[config.mk]
export PLATFORM = sky130hd
export DESIGN_NAME = vbr_train_seq
export DESIGN_NICKNAME = d
export VERILOG_FILES = /design/src/rtl/vbr_train_pkg.sv /design/src/rtl/vbr_hash.sv /design/src/rtl/vbr_victim.sv /design/src/rtl/vbr_train_seq.sv
export SDC_FILE = /design/constraint.sdc
export NUM_CORES = 1
export LEC_CHECK = 0
export ABC_AREA = 1
export CAP_MARGIN = 0
export CORE_MARGIN = 5
export CORE_UTILIZATION = 45
export CTS_CLUSTER_DIAMETER = 30
export DETAILED_ROUTE_END_ITERATION = 12
export GPL_TIMING_DRIVEN = 0
export PLACE_DENSITY = 0.8
export SKIP_LAST_GASP = 1
export SYNTH_ARGS = -nofsm -noshare
export SYNTH_HDL_FRONTEND = slang
export SYNTH_SLANG_ARGS = --single-unit
[constraint.sdc]
create_clock -name clk -period 16.4 [get_ports clk]
set_input_delay 4.92 -clock clk [delete_from_list [all_inputs] [get_ports clk]]
set_output_delay 4.92 -clock clk [all_outputs]
set_load 0.05 [all_outputs]
[src/rtl/vbr_train_pkg.sv]
package vbr_train_pkg;

  typedef enum logic [1:0] {
    ST_IDLE = 2'd0,
    ST_WALK = 2'd1,
    ST_INS  = 2'd2
  } vbr_state_e;

  // Salt mixed into the PC for step k (1-based); step 1 gets zero.
  function automatic logic [63:0] vbr_salt(input logic [31:0] k);
    logic [63:0] km1;
    km1 = (k == 32'd0) ? 64'd0 : 64'(k - 32'd1);
    return km1 * 64'h0000_0000_9E37_79B1;
  endfunction

endpackage

[src/rtl/vbr_hash.sv]
module vbr_hash #(
  parameter int PC_W   = 32,
  parameter int GHR_W  = 16,
  parameter int ITER_W = 3
) (
  input  logic [PC_W-1:0]   base_pc,
  input  logic [GHR_W-1:0]  base_ghr,
  input  logic [ITER_W-1:0] iter,
  output logic [PC_W-1:0]   vpc,
  output logic [GHR_W-1:0]  vghr
);
  import vbr_train_pkg::*;

  logic [63:0] salt;

  always_comb begin
    salt = vbr_salt(32'(iter));
    vpc  = base_pc ^ salt[PC_W-1:0];
    vghr = (iter == '0) ? base_ghr : (base_ghr << (iter - 1'b1));
  end

endmodule

[src/rtl/vbr_victim.sv]
module vbr_victim #(
  parameter int ITER_W = 3,
  parameter int USE_W  = 3
) (
  input  logic              clk,
  input  logic              rst_n,
  input  logic              clear,
  input  logic              sample,
  input  logic              is_miss,
  input  logic              is_mism,
  input  logic [USE_W-1:0]  use_cnt,
  input  logic [ITER_W-1:0] iter,
  output logic [ITER_W-1:0] pick_iter
);

  logic              miss_seen, miss_seen_n;
  logic [ITER_W-1:0] miss_it,   miss_it_n;
  logic              lfu_seen,  lfu_seen_n;
  logic [ITER_W-1:0] lfu_it,    lfu_it_n;
  logic [USE_W-1:0]  lfu_use,   lfu_use_n;

  always_comb begin
    miss_seen_n = miss_seen;
    miss_it_n   = miss_it;
    lfu_seen_n  = lfu_seen;
    lfu_it_n    = lfu_it;
    lfu_use_n   = lfu_use;
    if (clear) begin
      miss_seen_n = 1'b0;
      miss_it_n   = '0;
      lfu_seen_n  = 1'b0;
      lfu_it_n    = '0;
      lfu_use_n   = '0;
    end else if (sample) begin
      if (is_miss && !miss_seen) begin
        miss_seen_n = 1'b1;
        miss_it_n   = iter;
      end
      if (is_mism && (!lfu_seen || use_cnt <= lfu_use)) begin
        lfu_seen_n = 1'b1;
        lfu_it_n   = iter;
        lfu_use_n  = use_cnt;
      end
    end
    pick_iter = miss_seen_n ? miss_it_n : lfu_it_n;
  end

  always_ff @(posedge clk) begin
    if (!rst_n) begin
      miss_seen <= 1'b0;
      miss_it   <= '0;
      lfu_seen  <= 1'b0;
      lfu_it    <= '0;
      lfu_use   <= '0;
    end else begin
      miss_seen <= miss_seen_n;
      miss_it   <= miss_it_n;
      lfu_seen  <= lfu_seen_n;
      lfu_it    <= lfu_it_n;
      lfu_use   <= lfu_use_n;
    end
  end

  // once a miss is recorded it is kept until the next clear
  a_r7_miss_sticky: assert property (@(posedge clk) disable iff (!rst_n)
    miss_seen && !clear |=> miss_seen && $stable(miss_it));

endmodule

[src/rtl/vbr_train_seq.sv]
module vbr_train_seq #(
  parameter int PC_W     = 32,
  parameter int GHR_W    = 16,
  parameter int MAX_ITER = 4,
  parameter int USE_W    = 3,
  localparam int ITER_W  = $clog2(MAX_ITER + 1)
) (
  input  logic              clk,
  input  logic              rst_n,
  input  logic              req_valid,
  input  logic [PC_W-1:0]   req_pc,
  input  logic [GHR_W-1:0]  req_ghr,
  input  logic [PC_W-1:0]   req_target,
  input  logic              req_correct,
  input  logic [ITER_W-1:0] req_iter,
  output logic              busy,
  output logic              done,
  output logic              btb_rd_en,
  output logic [PC_W-1:0]   btb_rd_vpc,
  input  logic              btb_rd_hit,
  input  logic [PC_W-1:0]   btb_rd_tgt,
  input  logic [USE_W-1:0]  btb_rd_use,
  output logic              dir_upd_en,
  output logic              dir_upd_taken,
  output logic [PC_W-1:0]   dir_upd_vpc,
  output logic [GHR_W-1:0]  dir_upd_ghr,
  output logic              btb_touch_en,
  output logic              btb_ins_en,
  output logic [PC_W-1:0]   btb_wr_vpc,
  output logic [PC_W-1:0]   btb_ins_tgt
);
  import vbr_train_pkg::*;

  localparam logic [ITER_W-1:0] LAST = ITER_W'(MAX_ITER);

  vbr_state_e        state;
  logic [PC_W-1:0]   base_pc, base_tgt;
  logic [GHR_W-1:0]  base_ghr;
  logic              mode_ok;
  logic [ITER_W-1:0] pred_iter, iter;

  logic [PC_W-1:0]   cur_vpc;
  logic [GHR_W-1:0]  cur_ghr;
  logic [ITER_W-1:0] pick_iter;

  // named internal events
  logic accept, walk_rd, step_match, step_mism, step_miss, corr_fin, ins_step;

  vbr_hash #(.PC_W(PC_W), .GHR_W(GHR_W), .ITER_W(ITER_W)) hash_i (
    .base_pc(base_pc), .base_ghr(base_ghr), .iter(iter),
    .vpc(cur_vpc), .vghr(cur_ghr)
  );

  vbr_victim #(.ITER_W(ITER_W), .USE_W(USE_W)) victim_i (
    .clk(clk), .rst_n(rst_n), .clear(accept), .sample(walk_rd),
    .is_miss(step_miss), .is_mism(step_mism), .use_cnt(btb_rd_use),
    .iter(iter), .pick_iter(pick_iter)
  );

  always_comb begin
    accept     = (state == ST_IDLE) && req_valid;
    walk_rd    = (state == ST_WALK) && !mode_ok;
    step_match = walk_rd && btb_rd_hit && (btb_rd_tgt == base_tgt);
    step_mism  = walk_rd && btb_rd_hit && (btb_rd_tgt != base_tgt);
    step_miss  = walk_rd && !btb_rd_hit;
    corr_fin   = (state == ST_WALK) && mode_ok && (iter == pred_iter);
    ins_step   = (state == ST_INS);

    busy          = (state != ST_IDLE);
    done          = corr_fin || step_match || ins_step;
    btb_rd_en     = walk_rd;
    btb_rd_vpc    = cur_vpc;
    dir_upd_en    = ((state == ST_WALK) && mode_ok) || step_match || step_mism || ins_step;
    dir_upd_taken = corr_fin || step_match || ins_step;
    dir_upd_vpc   = cur_vpc;
    dir_upd_ghr   = cur_ghr;
    btb_touch_en  = corr_fin || step_match;
    btb_ins_en    = ins_step;
    btb_wr_vpc    = cur_vpc;
    btb_ins_tgt   = base_tgt;
  end

  always_ff @(posedge clk) begin
    if (!rst_n) begin
      state     <= ST_IDLE;
      base_pc   <= '0;
      base_ghr  <= '0;
      base_tgt  <= '0;
      mode_ok   <= 1'b0;
      pred_iter <= '0;
      iter      <= '0;
    end else begin
      case (state)
        ST_IDLE: if (req_valid) begin
          state     <= ST_WALK;
          base_pc   <= req_pc;
          base_ghr  <= req_ghr;
          base_tgt  <= req_target;
          mode_ok   <= req_correct && (req_iter != '0) && (req_iter <= LAST);
          pred_iter <= req_iter;
          iter      <= ITER_W'(1);
        end
        ST_WALK: begin
          if (done)                      state <= ST_IDLE;
          else if (!mode_ok && iter == LAST) begin
            state <= ST_INS;
            iter  <= pick_iter;
          end else                       iter  <= iter + 1'b1;
        end
        default: state <= ST_IDLE;
      endcase
    end
  end

  // quiet while idle
  a_r1_idle_quiet: assert property (@(posedge clk) disable iff (!rst_n)
    !busy |-> !(btb_rd_en || dir_upd_en || btb_touch_en || btb_ins_en || done));
  // walk ends the cycle after done
  a_r3_done_ends: assert property (@(posedge clk) disable iff (!rst_n)
    done |=> !busy);
  // busy persists until done
  a_r3_busy_hold: assert property (@(posedge clk) disable iff (!rst_n)
    busy && !done |=> busy);
  // correct walk never reads the target buffer
  a_r4_no_read: assert property (@(posedge clk) disable iff (!rst_n)
    busy && mode_ok |-> !btb_rd_en);
  // a matching hit ends the walk with taken + touch
  a_r5_match_ends: assert property (@(posedge clk) disable iff (!rst_n)
    btb_rd_en && btb_rd_hit && (btb_rd_tgt == btb_ins_tgt) |-> dir_upd_taken && btb_touch_en && done);
  // a miss gives no direction update
  a_r6_miss_silent: assert property (@(posedge clk) disable iff (!rst_n)
    btb_rd_en && !btb_rd_hit |-> !dir_upd_en);
  // insert comes with a taken update and done
  a_r7_ins_taken: assert property (@(posedge clk) disable iff (!rst_n)
    btb_ins_en |-> dir_upd_en && dir_upd_taken && done);
  // latched request stays fixed through the walk
  a_r9_latched: assert property (@(posedge clk) disable iff (!rst_n)
    busy && $past(busy) |-> $stable(base_pc) && $stable(base_tgt));
  // touch and insert are exclusive
  a_r11_one_branch: assert property (@(posedge clk) disable iff (!rst_n)
    !(btb_touch_en && btb_ins_en));

endmodule

Yosys cells after proc, flatten, opt, wreduce, memory -nomap -nowiden
Cells that the tools add are included.
{"block": "classes", "add_sub_neg": 3, "mul": 1, "n_lt_le_gt_ge": 2, "eq_ne": 9, "n_shift": 1, "n_mux": 20, "bitwise_logic": 2, "n_reduce_logical": 33}
{"op": "$mul A64 B32 Y32 const B", "count": 1}
{"op": "$mux W64", "count": 1}
{"op": "$eq A32 B32 Y1", "count": 1}
{"op": "$ne A32 B32 Y1", "count": 1}
{"op": "$xor A32 B32 Y32", "count": 1}
{"op": "$mux W3", "count": 10}
{"op": "$mux W16", "count": 1}
{"op": "$shl A16 B3 Y16", "count": 1}
{"op": "$logic_and A1 B1 Y1", "count": 13}
{"op": "$logic_or A1 B1 Y1", "count": 6}
{"op": "$mux W2", "count": 3}
{"op": "$pmux W3 S2", "count": 1}
{"op": "$reduce_and A2 Y1", "count": 3}
{"op": "$logic_not A1 Y1", "count": 4}
{"op": "$ne A2 B2 Y1 const B", "count": 2}
{"op": "$pmux W2 S2", "count": 1}
{"op": "$reduce_bool A2 Y1", "count": 2}
{"op": "$sub A3 B1 Y4 const B", "count": 1}
{"op": "$add A3 B1 Y3 const B", "count": 1}
{"op": "$eq A3 B3 Y1", "count": 1}
{"op": "$eq A3 B3 Y1 const B", "count": 1}
{"op": "$le A3 B3 Y1", "count": 1}
{"op": "$le A3 B3 Y1 const B", "count": 1}
{"op": "$logic_not A3 Y1", "count": 1}
{"op": "10 further kinds", "count": 12}
{"block": "word_totals", "register_bits": 100, "inputBits": 123, "out_inout_bits": 151, "wordCells": 83}

Logic depth before layout (Yosys ltp)
{"block": "depth", "ltp_word": 12, "ltp_mapped": 36, "depth_no_buf": 32}

Cells and area by module
A second synthesis with hierarchy kept.
{"block": "hier_totals", "cells_unflattened": 1395, "hier_area_um2": 9810.7}
{"mod": "vbr_hash", "n_inst": 1, "cells_per_inst": 715, "area_each_um2": 4918.5, "seq_area_each_um2": 0.0}
{"mod": "vbr_train_seq", "n_inst": 1, "cells_per_inst": 593, "area_each_um2": 4285.4, "seq_area_each_um2": 1781.7}
{"mod": "vbr_victim", "n_inst": 1, "cells_per_inst": 87, "area_each_um2": 606.8, "seq_area_each_um2": 220.2}

Least setup slack after synthesis
OpenSTA, ideal clock, no wires.
{"block": "synth_path", "path_kind": "flip-flop to output port", "start": "reg iter[0]", "end": "out btb_wr_vpc[24]", "arrival_ps": 7916, "t_required_ps": 11480, "path_slack_ps": 3564, "stages_incl_launch_ff": 32, "path_buffers": 6, "path_cell_list": "dfxtp_1 -> buf_6 -> inv_1 -> clkbuf_1 -> ha_1 -> nand2_1 -> nand2_2 -> buf_2 -> buf_2 -> buf_2 -> inv_1 -> ha_1 -> xnor2_1 -> ha_1 -> ha_1 -> fa_1 -> ha_1 -> fa_1 -> inv_1 -> fa_1 -> inv_1 -> ha_1 -> nand2_1 -> nor2_1 -> nand4_1 -> o21ai_0 -> nand2_2 -> nand2_4 -> nand2_4 -> o21ai_2 -> xor2_1 -> buf_4"}
{"block": "synth_between", "elab_chain_len": 4, "word_cells_on_any_way": 5, "cone_classes": "add/sub: 1; mul: 1; mux: 1; bitwise: 1; reduce/logical: 1"}
{"element": "start: declaration", "line": "vbr_train_seq.sv:40", "rtl": "logic [ITER_W-1:0] pred_iter, iter;"}
{"element": "start signal: assignment", "line": "vbr_train_seq.sv:107", "rtl": "iter <= pick_iter;"}
{"element": "start signal: assignment", "line": "vbr_train_seq.sv:108", "rtl": "end else iter <= iter + 1'b1;"}
{"element": "$sub A3 B1 Y4 or $logic_not A3 Y1 (tied branches)", "line": "vbr_train_pkg.sv:12", "rtl": "km1 = (k == 32'd0) ? 64'd0 : 64'(k - 32'd1);"}
{"element": "$mux W64 (*)", "line": "vbr_train_pkg.sv:12"}
{"element": "$mul A64 B32 Y32 (*)", "line": "vbr_train_pkg.sv:13", "rtl": "return km1 * 64'h0000_0000_9E37_79B1;"}
{"element": "$xor A32 B32 Y32 (*)", "line": "vbr_hash.sv:18", "rtl": "vpc = base_pc ^ salt[PC_W-1:0];"}
{"element": "end: declaration", "line": "vbr_train_seq.sv:29", "rtl": "output logic [PC_W-1:0] btb_wr_vpc,"}
Mark *: on every way between the ends. The rest lies on a longest branch, timed or not.

Worst setup path after layout
Ends and elaborated chain as after synthesis.

==> results_tabular.tex <==
\begin{tabular}{lr}
\hline
Metric & Value \\
\hline
\multicolumn{2}{l}{\textbf{Cells and area}} \\
Fraction of layout instances using a drive strength above 1 & 7.14\% \\
NumNets Final & $\sim$2000 \\
Layout Cells excl Fill & $\sim$2000 \\
Final core area utilization & 60.6\% \\
Sequential cell area & around 2000 sq um \\
Area Overhead vs Synth & 33.7\% \\
Diode insertion count for antenna repair & 0 \\
\# fillers & about 2000 \\
Area of combinational cells with multiple inputs & 6650 sq um \\
\multicolumn{2}{l}{\textbf{Route}} \\
Iter 0 DRT Violations & 656 \\
Antenna-violating nets left & 0 \\
Vias & between 9000 and 10000 \\
Routed wire length & 30400 microns \\
Routed len/inst & around 15 microns \\
Number of DRC violations after detailed routing & 0 \\
Via-to-Cell Ratio & $\sim$4.9 \\
Number of iterations in the first detailed-routing pass & 5 \\
\multicolumn{2}{l}{\textbf{Clock network}} \\
Number of cells upsized or downsized after cts & 0 \\
Number of buffers added by the clock tree synthesis step & 9 \\
Hold-fix buffers, CTS & 0 \\
Setup repair bufs after CTS & 0 \\
Clock Tree Root & sky130\_fd\_sc\_hd\_\_clkbuf\_16 \\
Clock Tree Buf Depth & 2 \\
Clock sink count & 100 \\
Skew-Pair Late Insertion Delay & 0.36 ns \\
Reg clk slew, reported paths & about 0.08 ns \\
Clock tree from TritonCTS & built \\
Number of H-tree levels & 3 \\
\multicolumn{2}{l}{\textbf{Placed design}} \\
HPWL reported at the end of detailed placement & approximately 25000 microns \\
Setup slack after placement & 2.03 ns \\
GPL Wtd Cong & approximately 0.96 \\
Port Buf Inserts & around 270 \\
Number of instances in the placed design & slightly below 2000 \\
\multicolumn{2}{l}{\textbf{Global route}} \\
Antenna violations before repair & 0 \\
Global-route wire length before repair & between 40000 and 50000 microns \\
Tot GR Track Use & 23.0\% \\
Global-route congestion overflow total & 0 \\
Largest net degree at the start of global routing & 31 \\
Via count of the first global-routing pass & approximately 9700 \\
\multicolumn{2}{l}{\textbf{Critical path}} \\
Register-to-register setup slack & roughly 14 ns \\
Cell class contributing the biggest share of worst-path delay & buffers and inverters \\
Largest driver fanout on the critical path & 30 \\
Number of buffers and inverters on the critical path & 11 \\
Largest stage delay on the critical path & around 0.8 ns \\
Crit path required time & about 11 ns \\
Cell with the largest stage delay on the worst path & sky130\_fd\_sc\_hd\_\_clkdlybuf4s50\_1 \\
Startpoint type of the worst setup path & register \\
Arrival time at the worst endpoint & 9.87 ns \\
Worst Setup End Kind & primary output \\
Critical setup path kind & register to primary output \\
Crit-path most repeated cell & sky130\_fd\_sc\_hd\_\_ha\_1 \\
\multicolumn{2}{l}{\textbf{Floorplanning}} \\
Height of the chip & $\sim$160 microns \\
Area of the die & between 20000 and 30000 sq um \\
Initial standard-cell utilization of the core & 45.4\% \\
Number of primary I/O pins & roughly 270 \\
Core ar. & roughly 22000 sq um \\
Row Count & 55 \\
Chip width & between 150 and 200 microns \\
\multicolumn{2}{l}{\textbf{Hold path}} \\
HP Class & register to register \\
\multicolumn{2}{l}{\textbf{STA}} \\
Max-slew headroom & $\sim$24\% \\
Final clock skew & 0.00959 ns \\
Maximum operating frequency & approximately 68 MHz \\
Shortest clock period the worst path allows after layout & about 15 ns \\
Pin slew with the least headroom to its limit & roughly 1.1 ns \\
Number of failing hold endpoints at the final stage & 0 \\
Final-report max-slew violation count & 0 \\
Final worst slack & 1.61 ns \\
Final total negative setup slack & 0 ns \\
Final setup viols & 0 \\
Post-route fraction of the period consumed by the critical path & 90.2\% \\
Setup repair after global routing missed its margin & no \\
\multicolumn{2}{l}{\textbf{Logic synthesis}} \\
Synthesized instance count & roughly 1400 \\
Top\_reg\_cell synth & sky130\_fd\_sc\_hd\_\_dfxtp\_1 \\
Area share of the largest cell type after synthesis & between 10\% and 20\% \\
Warnings, synthesis & 0 \\
Fraction of synthesis flops using an asynchronous set or reset pin & 0\% \\
Register bit count reported by yosys & 100 \\
Synthesized area per cell & $\sim$7.3 sq um \\
Library cell with the highest instance count after synthesis & sky130\_fd\_sc\_hd\_\_inv\_1 \\
Cell type contributing the most total cell area after synthesis & sky130\_fd\_sc\_hd\_\_dfxtp\_1 \\
Number of different library cells in the post-synthesis netlist & about 50 \\
Commonest cells post-synth & sky130\_fd\_sc\_hd\_\_inv\_1, sky130\_fd\_sc\_hd\_\_nor2\_1, sky130\_fd\_sc\_hd\_\_nand2\_1 \\
Share of the yosys chip area belonging to registers & around a fifth \\
Ranking of synthesized cells by area & sky130\_fd\_sc\_hd\_\_dfxtp\_1, sky130\_fd\_sc\_hd\_\_ha\_1, sky130\_fd\_sc\_hd\_\_fa\_1 \\
Post-synthesis cell area & 10200 sq um \\
Number of enable flip-flop cells after synthesis & 0 \\
\multicolumn{2}{l}{\textbf{Outcome}} \\
Run status & finished clean \\
\multicolumn{2}{l}{\textbf{Job}} \\
Reported max-cap violation count & 0 \\
\hline
\end{tabular}
==> state kept, by name, summed over array words and instances (netlist names) <==
register / cells
base_ghr: 16
mode_ok: 1
victim_i.lfu_seen: 1
victim_i.lfu_it: 3
victim_i.miss_it: 3
state: 2
btb_ins_tgt: 32
iter: 3
victim_i.lfu_use: 3
base_pc: 32
pred_iter: 3
victim_i.miss_seen: 1
==> cells by family (layout without fill, tap and decap cells) <==
family                     Yosys count  in the layout  synth area share, %
and+or+nand+nor                    436            436                 17.8
buffers and inverters              337            626                 15.1
adders and majority gates          167            167                 24.6
DFF                                100            100                 19.7
other                                1              3               0.0369
AOI/OAI and AO/OA                  225            225                 12.1
xor gates and xnor gates           119            119                 10.3
muxes                                4              4                0.393
==> metrics by stage <==
stage               area (sq um)  hold slack (ns)
finish                     13600            0.477
global route               13600            0.503
CTS                        13600            0.478
detailed placement         13300            0.465
global placement           13300            0.454
floorplan                  10200            0.441
==> per-layer routing <==
metal	part of all wire (%)	track usage, %
met1	38	25.3
met3	8.8	6.80
met5	0	0
met4	3.6	10.0
met2	49	41.2
==> cell usage in the layout (no fill, tap or decap), types with 3 or more instances in the layout <==
master and n:
sky130_fd_sc_hd__clkbuf_1 34, sky130_fd_sc_hd__clkdlybuf4s50_1 273, sky130_fd_sc_hd__clkbuf_16 9, sky130_fd_sc_hd__fa_1 55
sky130_fd_sc_hd__buf_2 7, sky130_fd_sc_hd__a21o_1 4, sky130_fd_sc_hd__nand3_1 21, sky130_fd_sc_hd__mux2i_1 4
sky130_fd_sc_hd__o22ai_1 4, sky130_fd_sc_hd__a21oi_1 55, sky130_fd_sc_hd__conb_1 3, sky130_fd_sc_hd__dfxtp_1 100
sky130_fd_sc_hd__inv_1 222, sky130_fd_sc_hd__ha_1 112, sky130_fd_sc_hd__a31oi_1 4, sky130_fd_sc_hd__nor2_1 202
sky130_fd_sc_hd__nand2_4 4, sky130_fd_sc_hd__nor3_2 3, sky130_fd_sc_hd__nand2_2 6, sky130_fd_sc_hd__o221ai_1 9
sky130_fd_sc_hd__xnor2_1 60, sky130_fd_sc_hd__nand4_1 13, sky130_fd_sc_hd__xor2_1 58, sky130_fd_sc_hd__a211oi_1 4
sky130_fd_sc_hd__o21ai_0 131, sky130_fd_sc_hd__buf_4 67, sky130_fd_sc_hd__inv_2 4, sky130_fd_sc_hd__nor3_1 4
sky130_fd_sc_hd__nand2_1 173
==> worst min-delay path: cells and delay by family, from the launching register on <==
kind	cells	cell delay, ns
buf+inv	1	0.06
compound gates	1	0.06
flops	1	0.31
==> final timing paths <==
path | start | cells after the start | to
hold / removal | victim_i.lfu_use[2]$_SDFFE_PP0P_ | 2 | victim_i.lfu_use[2]$_SDFFE_PP0P_
setup / recovery | iter[0]$_SDFFE_PN0P_ | 32 | btb_wr_vpc[24]
setup reg to reg | iter[0]$_SDFFE_PN0P_ | 10 | iter[1]$_SDFFE_PN0P_
hold reg to reg | victim_i.lfu_use[2]$_SDFFE_PP0P_ | 2 | victim_i.lfu_use[2]$_SDFFE_PP0P_
==> layout make-up <==
class                           count  share of cell area (%)
Buffer                            110                    5.00
Clock buffer                        9                    1.66
Clock inverter                      7                   0.791
Inverter                          227                    6.26
Multi-Input combinational cell    954                    48.9
Sequential cell                   100                    14.7
Tap cell                          285                    2.62
Timing Repair Buffer              273                    20.1
Power is left out: the tool's default activity adds up to more than one toggle a clock period on the data nets, which glitch-free logic cannot reach.
